`config.mk`:
```
export PLATFORM = sky130hd
export DESIGN_NAME = evt_route_seq
export DESIGN_NICKNAME = d
export VERILOG_FILES = /design/src/rtl/evr_pkg.sv /design/src/rtl/evr_table.sv /design/src/rtl/evr_qwriter.sv /design/src/rtl/evr_fsm.sv /design/src/rtl/evt_route_seq.sv
export SDC_FILE = /design/constraint.sdc
export NUM_CORES = 2
export LEC_CHECK = 0
export BUFFER_PORTS_ARGS = -buffer_cell sky130_fd_sc_hd__buf_2
export CORE_MARGIN = 2
export CORE_UTILIZATION = 65
export CTS_CLUSTER_SIZE = 40
export DETAILED_ROUTE_END_ITERATION = 10
export PLACE_DENSITY = 0.83
export RECOVER_POWER = 50
export SYNTH_ARGS = -nofsm -noshare
export SYNTH_HDL_FRONTEND = slang
export SYNTH_SLANG_ARGS = --single-unit
```
`constraint.sdc`:
```
create_clock -name clk -period 11.1 [get_ports clk]
set_input_delay 2.22 -clock clk [delete_from_list [all_inputs] [get_ports clk]]
set_output_delay 2.22 -clock clk [all_outputs]
set_load 0.05 [all_outputs]
```
`src/rtl/evr_pkg.sv`:
```
`timescale 1ns/1ps
package evr_pkg;
    parameter int BLK_W  = 1;
    parameter int IDX_W  = 3;
    parameter int TGT_W  = 3;
    parameter int ADDR_W = 24;
    parameter int QSZ_W  = 2;
    parameter int DATA_W = 32;
    parameter int PEND_W = 8;

    localparam int DESC_AW = BLK_W + IDX_W;
    localparam int QIDX_W  = 10 + (1 << QSZ_W) - 1;

    typedef struct packed {
        logic               valid;
        logic               enq;
        logic               silent;
        logic               ntf_always;
        logic               backlog;
        logic               escalate;
        logic               esc_uncond;
        logic               fmt;
        logic               gen;
        logic               gflip;
        logic [1:0]         pq_ntf;
        logic [1:0]         pq_esc;
        logic [7:0]         prio;
        logic [QSZ_W-1:0]   qsize;
        logic [QIDX_W-1:0]  qindex;
        logic [ADDR_W-1:0]  qbase;
        logic [TGT_W-1:0]   tgt;
        logic [BLK_W-1:0]   esc_blk;
        logic [IDX_W-1:0]   esc_idx;
        logic [DATA_W-1:0]  esc_data;
    } desc_t;

    localparam int DESC_W = $bits(desc_t);

    typedef struct packed {
        logic [BLK_W-1:0]  blk;
        logic [IDX_W-1:0]  idx;
        logic [DATA_W-1:0] data;
    } trig_t;

    typedef enum logic [2:0] {
        S_IDLE, S_LOOK, S_EVAL, S_PRES, S_ESC
    } seq_st_e;

    // {notify, next_pq}
    function automatic logic [2:0] pq_step(input logic [1:0] pq);
        case (pq)
            2'b00:   pq_step = 3'b1_10;
            2'b10:   pq_step = 3'b0_11;
            2'b11:   pq_step = 3'b0_11;
            default: pq_step = 3'b0_01;
        endcase
    endfunction

    function automatic logic [PEND_W-1:0] prio_bit(input logic [7:0] p);
        if (p < 8'd8)
            prio_bit = PEND_W'(8'h80 >> p[2:0]);
        else
            prio_bit = '0;
    endfunction
endpackage

```
`src/rtl/evr_table.sv`:
```
`timescale 1ns/1ps
module evr_table #(
    parameter int W  = 8,
    parameter int AW = 3
) (
    input  logic          clk,
    input  logic          rst,
    input  logic          a_we,
    input  logic [AW-1:0] a_addr,
    input  logic [W-1:0]  a_wdata,
    input  logic          b_we,
    input  logic [AW-1:0] b_addr,
    input  logic [W-1:0]  b_wdata,
    input  logic [AW-1:0] ra_addr,
    output logic [W-1:0]  ra_rdata,
    input  logic [AW-1:0] rb_addr,
    output logic [W-1:0]  rb_rdata
);
    localparam int DEPTH = 1 << AW;

    logic [W-1:0] mem [DEPTH];

    always_ff @(posedge clk) begin
        if (rst) begin
            for (int i = 0; i < DEPTH; i++) mem[i] <= '0;
        end else if (a_we) begin
            mem[a_addr] <= a_wdata;
        end else if (b_we) begin
            mem[b_addr] <= b_wdata;
        end
    end

    assign ra_rdata = mem[ra_addr];
    assign rb_rdata = mem[rb_addr];
endmodule

```
`src/rtl/evr_qwriter.sv`:
```
`timescale 1ns/1ps
module evr_qwriter
    import evr_pkg::*;
(
    input  desc_t              d_in,
    input  logic [DATA_W-1:0]  data,
    output logic [ADDR_W-1:0]  qw_addr,
    output logic [DATA_W-1:0]  qw_data,
    output desc_t              d_out
);
    logic [QIDX_W-1:0] mask;
    logic [QIDX_W-1:0] nidx;
    logic              wrap;

    always_comb begin
        mask    = QIDX_W'((32'd1 << (32'(d_in.qsize) + 32'd10)) - 32'd1);
        nidx    = (d_in.qindex + QIDX_W'(1)) & mask;
        wrap    = (nidx == '0);
        qw_addr = d_in.qbase + ADDR_W'({d_in.qindex, 2'b00});
        qw_data = {d_in.gen, data[DATA_W-2:0]};
        d_out        = d_in;
        d_out.qindex = nidx;
        d_out.gen    = d_in.gen ^ wrap;
        d_out.gflip  = wrap ? ~d_in.gen : d_in.gflip;
    end
endmodule

```
`src/rtl/evr_fsm.sv`:
```
`timescale 1ns/1ps
module evr_fsm
    import evr_pkg::*;
(
    input  logic               clk,
    input  logic               rst,
    input  logic               trig_valid,
    input  logic [BLK_W-1:0]   trig_blk,
    input  logic [IDX_W-1:0]   trig_idx,
    input  logic [DATA_W-1:0]  trig_data,
    output logic               busy,
    output logic [DESC_AW-1:0] desc_addr,
    input  logic [DESC_W-1:0]  desc_rd,
    output logic               desc_we,
    output logic [DESC_W-1:0]  desc_wd,
    output logic               qw_en,
    output logic [ADDR_W-1:0]  qw_addr,
    output logic [DATA_W-1:0]  qw_data,
    output logic               pr_req,
    output logic               pr_fmt,
    output logic [TGT_W-1:0]   pr_tgt,
    output logic [7:0]         pr_prio,
    input  logic               pr_ack,
    input  logic               pr_match,
    output logic [TGT_W-1:0]   ctx_addr,
    input  logic [PEND_W-1:0]  ctx_rd,
    output logic               ctx_we,
    output logic [PEND_W-1:0]  ctx_wd,
    output logic               cfg_err
);
    seq_st_e st, nxt;
    trig_t   cur, cur_n;
    logic    lvl, lvl_n;
    desc_t   wd, wd_n;
    desc_t   rd, rd_enq;
    logic [2:0] pq_n3, pq_e3;
    logic       go;

    assign rd = desc_t'(desc_rd);

    evr_qwriter u_qw (
        .d_in    (rd),
        .data    (cur.data),
        .qw_addr (qw_addr),
        .qw_data (qw_data),
        .d_out   (rd_enq)
    );

    assign pq_n3     = pq_step(wd.pq_ntf);
    assign pq_e3     = pq_step(wd.pq_esc);
    assign desc_addr = {cur.blk, cur.idx};
    assign busy      = (st != S_IDLE);
    assign pr_req    = (st == S_PRES);
    assign pr_fmt    = wd.fmt;
    assign pr_tgt    = wd.tgt;
    assign pr_prio   = wd.prio;
    assign ctx_addr  = wd.tgt;
    assign ctx_wd    = ctx_rd | prio_bit(wd.prio);

    always_ff @(posedge clk) begin
        if (rst) begin
            st  <= S_IDLE;
            cur <= '0;
            lvl <= 1'b0;
            wd  <= '0;
        end else begin
            st  <= nxt;
            cur <= cur_n;
            lvl <= lvl_n;
            wd  <= wd_n;
        end
    end

    always_comb begin
        nxt     = st;
        cur_n   = cur;
        lvl_n   = lvl;
        wd_n    = wd;
        qw_en   = 1'b0;
        desc_we = 1'b0;
        desc_wd = wd;
        ctx_we  = 1'b0;
        cfg_err = 1'b0;
        go      = 1'b0;
        case (st)
            S_IDLE: begin
                if (trig_valid) begin
                    cur_n = '{blk: trig_blk, idx: trig_idx, data: trig_data};
                    lvl_n = 1'b0;
                    nxt   = S_LOOK;
                end
            end
            S_LOOK: begin
                if (!rd.valid) begin
                    nxt = S_IDLE;
                end else begin
                    wd_n = rd;
                    if (rd.enq) begin
                        qw_en   = 1'b1;
                        wd_n    = rd_enq;
                        desc_we = 1'b1;
                        desc_wd = rd_enq;
                    end
                    nxt = S_EVAL;
                end
            end
            S_EVAL: begin
                if (wd.silent) begin
                    nxt = S_ESC;
                end else if (!wd.fmt && wd.prio == 8'hFF) begin
                    nxt = S_IDLE;
                end else if (wd.ntf_always) begin
                    nxt = S_PRES;
                end else begin
                    wd_n.pq_ntf = pq_n3[1:0];
                    if (pq_n3[1:0] != wd.pq_ntf) begin
                        desc_we = 1'b1;
                        desc_wd = wd_n;
                    end
                    nxt = pq_n3[2] ? S_PRES : S_IDLE;
                end
            end
            S_PRES: begin
                if (pr_ack) begin
                    if (pr_match) begin
                        nxt = S_IDLE;
                    end else if (wd.backlog && wd.fmt) begin
                        cfg_err = 1'b1;
                        nxt     = S_IDLE;
                    end else begin
                        ctx_we = wd.backlog;
                        nxt    = S_ESC;
                    end
                end
            end
            S_ESC: begin
                if (wd.escalate) begin
                    go = 1'b1;
                    if (!wd.esc_uncond) begin
                        wd_n.pq_esc = pq_e3[1:0];
                        go          = pq_e3[2];
                        if (pq_e3[1:0] != wd.pq_esc) begin
                            desc_we = 1'b1;
                            desc_wd = wd_n;
                        end
                    end
                end
                if (go && !lvl) begin
                    cur_n = '{blk: wd.esc_blk, idx: wd.esc_idx, data: wd.esc_data};
                    lvl_n = 1'b1;
                    nxt   = S_LOOK;
                end else begin
                    nxt = S_IDLE;
                end
            end
            default: nxt = S_IDLE;
        endcase
    end

    AST_ONE_ENQ: assert property (@(posedge clk) disable iff (rst)
        qw_en |=> !qw_en);
    AST_PR_HOLD: assert property (@(posedge clk) disable iff (rst)
        (pr_req && !pr_ack) |=> (pr_req && $stable(pr_tgt) && $stable(pr_prio)));
    AST_CFG_END: assert property (@(posedge clk) disable iff (rst)
        cfg_err |=> (st == S_IDLE));
    AST_ESC_ONCE: assert property (@(posedge clk) disable iff (rst)
        (st == S_ESC && lvl) |=> (st == S_IDLE));
    AST_ACCEPT: assert property (@(posedge clk) disable iff (rst)
        (st == S_IDLE && trig_valid) |=> (st == S_LOOK && !lvl));
endmodule

```
`src/rtl/evt_route_seq.sv`:
```
`timescale 1ns/1ps
module evt_route_seq
    import evr_pkg::*;
(
    input  logic               clk,
    input  logic               rst,
    input  logic               trig_valid,
    input  logic [BLK_W-1:0]   trig_blk,
    input  logic [IDX_W-1:0]   trig_idx,
    input  logic [DATA_W-1:0]  trig_data,
    output logic               busy,
    output logic               qw_en,
    output logic [ADDR_W-1:0]  qw_addr,
    output logic [DATA_W-1:0]  qw_data,
    output logic               pr_req,
    output logic               pr_fmt,
    output logic [TGT_W-1:0]   pr_tgt,
    output logic [7:0]         pr_prio,
    input  logic               pr_ack,
    input  logic               pr_match,
    output logic               cfg_err,
    input  logic               dh_we,
    input  logic [DESC_AW-1:0] dh_addr,
    input  logic [DESC_W-1:0]  dh_wdata,
    output logic [DESC_W-1:0]  dh_rdata,
    input  logic               ch_we,
    input  logic [TGT_W-1:0]   ch_addr,
    input  logic [PEND_W-1:0]  ch_wdata,
    output logic [PEND_W-1:0]  ch_rdata
);
    logic [DESC_AW-1:0] desc_addr;
    logic [DESC_W-1:0]  desc_rd, desc_wd;
    logic               desc_we;
    logic [TGT_W-1:0]   ctx_addr;
    logic [PEND_W-1:0]  ctx_rd, ctx_wd;
    logic               ctx_we;

    evr_table #(.W(DESC_W), .AW(DESC_AW)) u_desc (
        .clk(clk), .rst(rst),
        .a_we(desc_we), .a_addr(desc_addr), .a_wdata(desc_wd),
        .b_we(dh_we), .b_addr(dh_addr), .b_wdata(dh_wdata),
        .ra_addr(desc_addr), .ra_rdata(desc_rd),
        .rb_addr(dh_addr), .rb_rdata(dh_rdata)
    );

    evr_table #(.W(PEND_W), .AW(TGT_W)) u_ctx (
        .clk(clk), .rst(rst),
        .a_we(ctx_we), .a_addr(ctx_addr), .a_wdata(ctx_wd),
        .b_we(ch_we), .b_addr(ch_addr), .b_wdata(ch_wdata),
        .ra_addr(ctx_addr), .ra_rdata(ctx_rd),
        .rb_addr(ch_addr), .rb_rdata(ch_rdata)
    );

    evr_fsm u_fsm (
        .clk(clk), .rst(rst),
        .trig_valid(trig_valid), .trig_blk(trig_blk), .trig_idx(trig_idx),
        .trig_data(trig_data), .busy(busy),
        .desc_addr(desc_addr), .desc_rd(desc_rd),
        .desc_we(desc_we), .desc_wd(desc_wd),
        .qw_en(qw_en), .qw_addr(qw_addr), .qw_data(qw_data),
        .pr_req(pr_req), .pr_fmt(pr_fmt), .pr_tgt(pr_tgt), .pr_prio(pr_prio),
        .pr_ack(pr_ack), .pr_match(pr_match),
        .ctx_addr(ctx_addr), .ctx_rd(ctx_rd), .ctx_we(ctx_we), .ctx_wd(ctx_wd),
        .cfg_err(cfg_err)
    );

    AST_IDLE_QUIET: assert property (@(posedge clk) disable iff (rst)
        !busy |-> (!qw_en && !pr_req && !cfg_err));
endmodule

```
# Word-level counts from Yosys, hierarchy flattened
# Memory sizes are Yosys's and may differ from the RTL's. A register that Yosys moved wholly into a read port is not among the register bits.
# Index checks and enable logic that the tools add are counted.
# word_totals
register_bits	139
ramBits	1664
inputBits	158
out_inout_bits	180
n_memories	2
# mem_list
name	depth	width	rd	rd_clocked_by_memory_dff	wr	line_no	source
u_desc.mem	16	100	2	1	16	evr_table.sv:21	logic [W-1:0] mem [DEPTH];
u_ctx.mem	8	8	2	1	8	evr_table.sv:21	
# op_classes
addsub	4
order_cmp	1
eq_ne	20
shift	2
mux	94
bitwise	4
reduce_logical	24
# op_table
cell	count
100-bit two-way mux	4
100-bit case mux with 3 select lines	1
100-bit OR reduction	2
97-bit two-way mux	2
90-bit two-way mux	2
99-bit two-way mux	1
98-bit two-way mux	1
95-bit two-way mux	1
94-bit two-way mux	1
88-bit two-way mux	1
36-bit two-way mux	2
36-bit case mux with 2 select lines	1
1-bit two-way mux	45
3-bit two-way mux	10
24-bit by 15-bit adder with 24-bit output	1
8-bit two-way mux	3
2-bit two-way mux	8
4-bit two-way mux	4
8-bit OR reduction	2
3-bit case mux with 5 select lines	1
13-bit by 1-bit adder with 13-bit output (second input constant)	1
13-bit bitwise AND	1
13-bit zero test	1
1-bit by 5-bit left shift with 13-bit output (first input constant)	1
other kinds (30)	52

# Depth between registers and ports, before layout
# depth
word_depth	15
ltp_mapped	21
mapped_depth_nobuf	16

# Cells and area by module
# Synthesis repeated with hierarchy kept, for this count alone.
# hier_totals
cells_unflattened	7049
hier_area_um2	95909.5
# by_module_without_submodules
module	instances	cells_each	area_per_inst_um2	seq_area_each_um2
evr_table at u_desc	1	5398	81458.1	48046.1
evr_fsm	1	1013	7881.3	2802.7
evr_table at u_ctx	1	338	4394.2	1921.8
evr_qwriter	1	300	2175.8	0.0

# Worst setup path before layout
# OpenSTA, ideal clock, no wires.
# synth_path
kind	register -> output
start	register (tool-made name)
end	output qw_addr[19]
t_arrival_ns	5.514
t_required_ns	8.880
setup_slack_ns	3.366
stages_incl_launch_ff	20
path_buffers	6
path_cell_list	dfxtp_1 buf_4 buf_6 buf_6 buf_2 buf_2 buf_2 mux4_2 mux4_2 ha_1 a21o_1 a21oi_1 o21ai_0 a31o_2 a211oi_1 nor2_1 o41a_1 a41oi_1 nor2_1 xnor2_1
# synth_lines
item	line_no	source
to (decl)	evt_route_seq.sv:13	output logic [ADDR_W-1:0] qw_addr,

# Worst setup path after layout
# layout_path
start	input dh_addr[3]
end	output dh_rdata[82]
# layout_between
elab_chain_len	1
# layout_lines
item	line_no	source
from (decl)	evt_route_seq.sv:23	input logic [DESC_AW-1:0] dh_addr,
memory read 16 x 100 bit	--	
to (decl)	evt_route_seq.sv:25	output logic [DESC_W-1:0] dh_rdata,
# No other way between the ends.

==> impl_results.md <==
- Core area: around 140000 um^2
- GRT Residual Overflow: 0
- Tmin final: 10.30 ns
- CP bufs+invs: 3
- Maxcap violations: 37
- Hold_sp: u_fsm.wd[48]
- Unrepaired setup endpoints after global routing: no
- Setup TNS: 0 ns
- Die footprint: around 140000 um^2
- Slowest CP cell: clkbuf_1
- Pin count of the biggest net entering global routing: 194
- Vias per cell: about 7.8
- Final #Nets: ~6400
- Worst Path Max Fanout: 39
- CP Launch Type: primary input
- Hold Path Depth: 2
- CP endpoint kind: output port
- Worst VDD drop: between 0.15 and 0.2 mV
- CTS tree: built
- Number of post-CTS setup repair buffers: 0
- Count of warnings emitted by yosys: 0
- CTS Sinks: between 1500 and 2000
- Starting Density: 65.5%
- Final Non-Filler Cells: 8300
- Number of DRC markers in iteration 0: approximately 13000
- CP arrival: a little over 8 ns
- Cells on worst reg2reg path: 9
- FFs w/ async S/R, synth: 0%
- Synth Instances: between 6000 and 7000
- Status: finished, violations left
- CTS root buffer: clkbuf_16
- GR Util All Layers: around 43%
- Slowest cell delay on critical path: 3.10 ns
- Skew final: about 0.046 ns
- Worst-skew pair later-pin latency: ~0.87 ns
- Crit Path Category: primary input to output port
- Critical Path Most Common Cell: clkbuf_1
- Max-slew violation count: ~1500
- Synth unique cells: 67
- I/O Pins: 338
- Post-Route WL: between 300000 and 400000 um
- Gpl congestion: 0.900
- Post-synthesis register bit count: approximately 1800
- Deepest clock path buffer count: 3
- Pwr Density: 185 nW/um^2
- Post-CTS sizing: 0
- Synth Net Count: 6411
- Fillers: just over 8000
- Detailed Place HPWL: 162000 um
- Post-CTS Hold Fix Bufs: 0
- CTS buffer count: 180
- Max_slew headroom: -183%
- Routed len/inst: roughly 37 um
- Most used DFF post-synth: edfxtp_1
- Vias in the first global route: ~65000
- PortBufs: about 340
- Htree depth: 4
- Req. time, crit path: 8.88 ns
- Die Span X: between 300 and 400 um
- Detail Route Antenna Nets: 0
- P_leak: between 30 and 40 nW
- Number of synthesized flops with an enable pin: roughly 1700
- Final Setup Violations: 0
- Delay-heaviest family, CP: buffers and inverters
- Crit path cell chain: clkbuf_2 > clkbuf_1 > mux4_2 > clkbuf_1
- Failing checks: capacitance limit, slew limit
- Number of core rows: ~140
- Area Overhead vs Synth: 9.31%
- Post-route DRC violation count: 0
- Clock-pin slew on the worst setup and hold paths: 0.06 ns
- Synthesized area: 91500 um^2
- Final core utilization: a little under three quarters
- First-pass GRT wire length: ~440000 um
- Die H: between 300 and 400 um
- Syn avg cell area: about 15 um^2
- Hold Fails Final Rpt: 0
- Worst Hold End: u_fsm.wd[48]
- Worst Hold Class: flip-flop to flip-flop
- FF-to-FF setup slack: roughly 1.0 ns
- Max Clk Rate: about 0.097 GHz
- Via count: 64354
- DRT Pass-1 Iters: 7
- Antenna violations before repair: 19
- Layout cells sized above 1: between 20% and 30%
- Worst-Margin Slew: 4.25 ns
- Register area share after synthesis: between 50 and 60%
- Period utilisation layout: around 93%
- Placed cell count: approximately 7900
[routing by layer]
layer	share of wire, %	track usage, %	up-vias
li1	-	-	23843
met1	29	54.2	31323
met2	45	63.8	7406
met3	18	15.0	1762
met4	8.1	28.5	20
met5	0.094	0	-
[metrics by stage]
| stage | hold slack [ns] | cell area [um^2] | power (mW) | setup slack, ns |
|---|---|---|---|---|
| floorplan | 0.432 | 91500 | 11.0 | 3.37 |
| global placement | 0.441 | 94300 | 12.0 | 2.98 |
| detailed placement | 0.447 | 94300 | 12.2 | 2.91 |
| CTS | 0.462 | 100000 | 18.3 | 1.98 |
| global route | 0.481 | 100000 | 18.8 | 0.759 |
| finish | 0.460 | 100000 | 18.5 | 0.798 |
[registers in the layout (all words and copies together), names as in the netlist, named ones only]
signal / cells
u_fsm.pr_fmt: 1
u_fsm.lvl: 1
u_fsm.st: 3
u_desc.mem: 1600
u_fsm.ctx_addr: 3
u_fsm.wd: 88
u_fsm.desc_addr: 4
u_fsm.cur: 31
u_fsm.pr_prio: 8
u_ctx.mem: 64
[how the worst max path moves through the flow]
| stage | startpoint | end | cells past startpoint |
|---|---|---|---|
| finish | dh_addr[3] | dh_rdata[82] | 4 |
| global route | flip-flop | u_desc.mem[15][90] | 14 |
| global placement | flip-flop | qw_addr[23] | 15 |
| detailed placement | flip-flop | qw_addr[23] | 15 |
| CTS | flip-flop | qw_addr[23] | 15 |
| floorplan | flip-flop | qw_addr[19] | 19 |
[layout make-up]
type | count | area, um^2 | area share, %
Inverter | 23 | 86.3 | 0.0863
Multi-Input combinational cell | 3787 | 36000 | 36.0
Clock inverter | 84 | 842 | 0.842
Tap cell | 1876 | 2350 | 2.35
Timing Repair Buffer | 451 | 2660 | 2.66
Clock buffer | 256 | 5180 | 5.18
Antenna cell | 13 | 32.5 | 0.0325
Sequential cell | 1810 | 52900 | 52.9
[worst reg2reg max path: cells and delay by family (launching register included)]
kind / cells / cell delay, ns
buffers and inverters: 3 / 3.97
DFF: 1 / 0.73
muxes: 2 / 1.08
and+or+nand+nor: 2 / 2.99
AOI/OAI and AO/OA: 2 / 1.09
[cells by family (layout without fill, tap and decap cells)]
logic type	count (synthesis)	count (layout)	share of synthesized area, %
and+or+nand+nor	2229	2229	9.54
DFF	1810	1810	57.8
muxes	1173	1173	26.8
buffers and inverters	641	814	3.09
AOI/OAI and AO/OA	335	335	2.24
xor gates and xnor gates	35	35	0.335
adders and majority gates	15	15	0.213
other	0	13	0
[placed cells by master (no fill, tap or decap), types with 26 or more instances in the layout]
cell type  instances
a211oi_1          60
a21oi_1          189
buf_2            272
buf_4             57
clkbuf_1         121
clkbuf_16        188
clkinv_1          29
clkinv_2          28
dfxtp_1          142
edfxtp_1        1664
mux2i_1          142
mux4_2          1020
nand2_1          219
nand3_1           26
nor2_1          1854
[power breakdown]
group / switching (mW) / internal, mW / total (mW)
Combinational: 2.73 / 1.40 / 4.13
Clock: 2.73 / 3.60 / 6.33
Sequential: 0.267 / 7.80 / 8.07
[synth_stat cells, types with 3 or more instances]
master | count | area, um^2
or3b_2 | 3 | 26.3
mux4_2 | 1020 | 23000
o22ai_1 | 3 | 18.8
buf_4 | 18 | 135
a22oi_1 | 12 | 90.1
nor2b_1 | 5 | 31.3
nand2b_1 | 35 | 219
buf_1 | 77 | 289
or2_2 | 3 | 18.8
nand2_1 | 232 | 871
o211ai_1 | 4 | 30.0
o21ai_1 | 15 | 75.1
mux2i_1 | 142 | 1420
a21o_1 | 4 | 30.0
edfxtp_1 | 1664 | 50000
buf_2 | 247 | 1240
o311ai_0 | 4 | 35.0
clkbuf_1 | 270 | 1010
nand4_1 | 4 | 25.0
dfxtp_1 | 146 | 2920
or3_1 | 10 | 62.6
ha_1 | 14 | 175
nand3_1 | 26 | 130
mux2_2 | 11 | 124
nor3_1 | 18 | 90.1
nor4_1 | 3 | 18.8
a21oi_1 | 190 | 951
and2_1 | 6 | 37.5
nand3b_1 | 14 | 105
o21ai_0 | 17 | 85.1
nor3b_1 | 5 | 37.5
xor2_1 | 12 | 105
buf_6 | 5 | 56.3
inv_1 | 23 | 86.3
xnor2_1 | 23 | 201
a211oi_1 | 59 | 443
nor2_1 | 1856 | 6970
(Power assumes the default switching activity.)
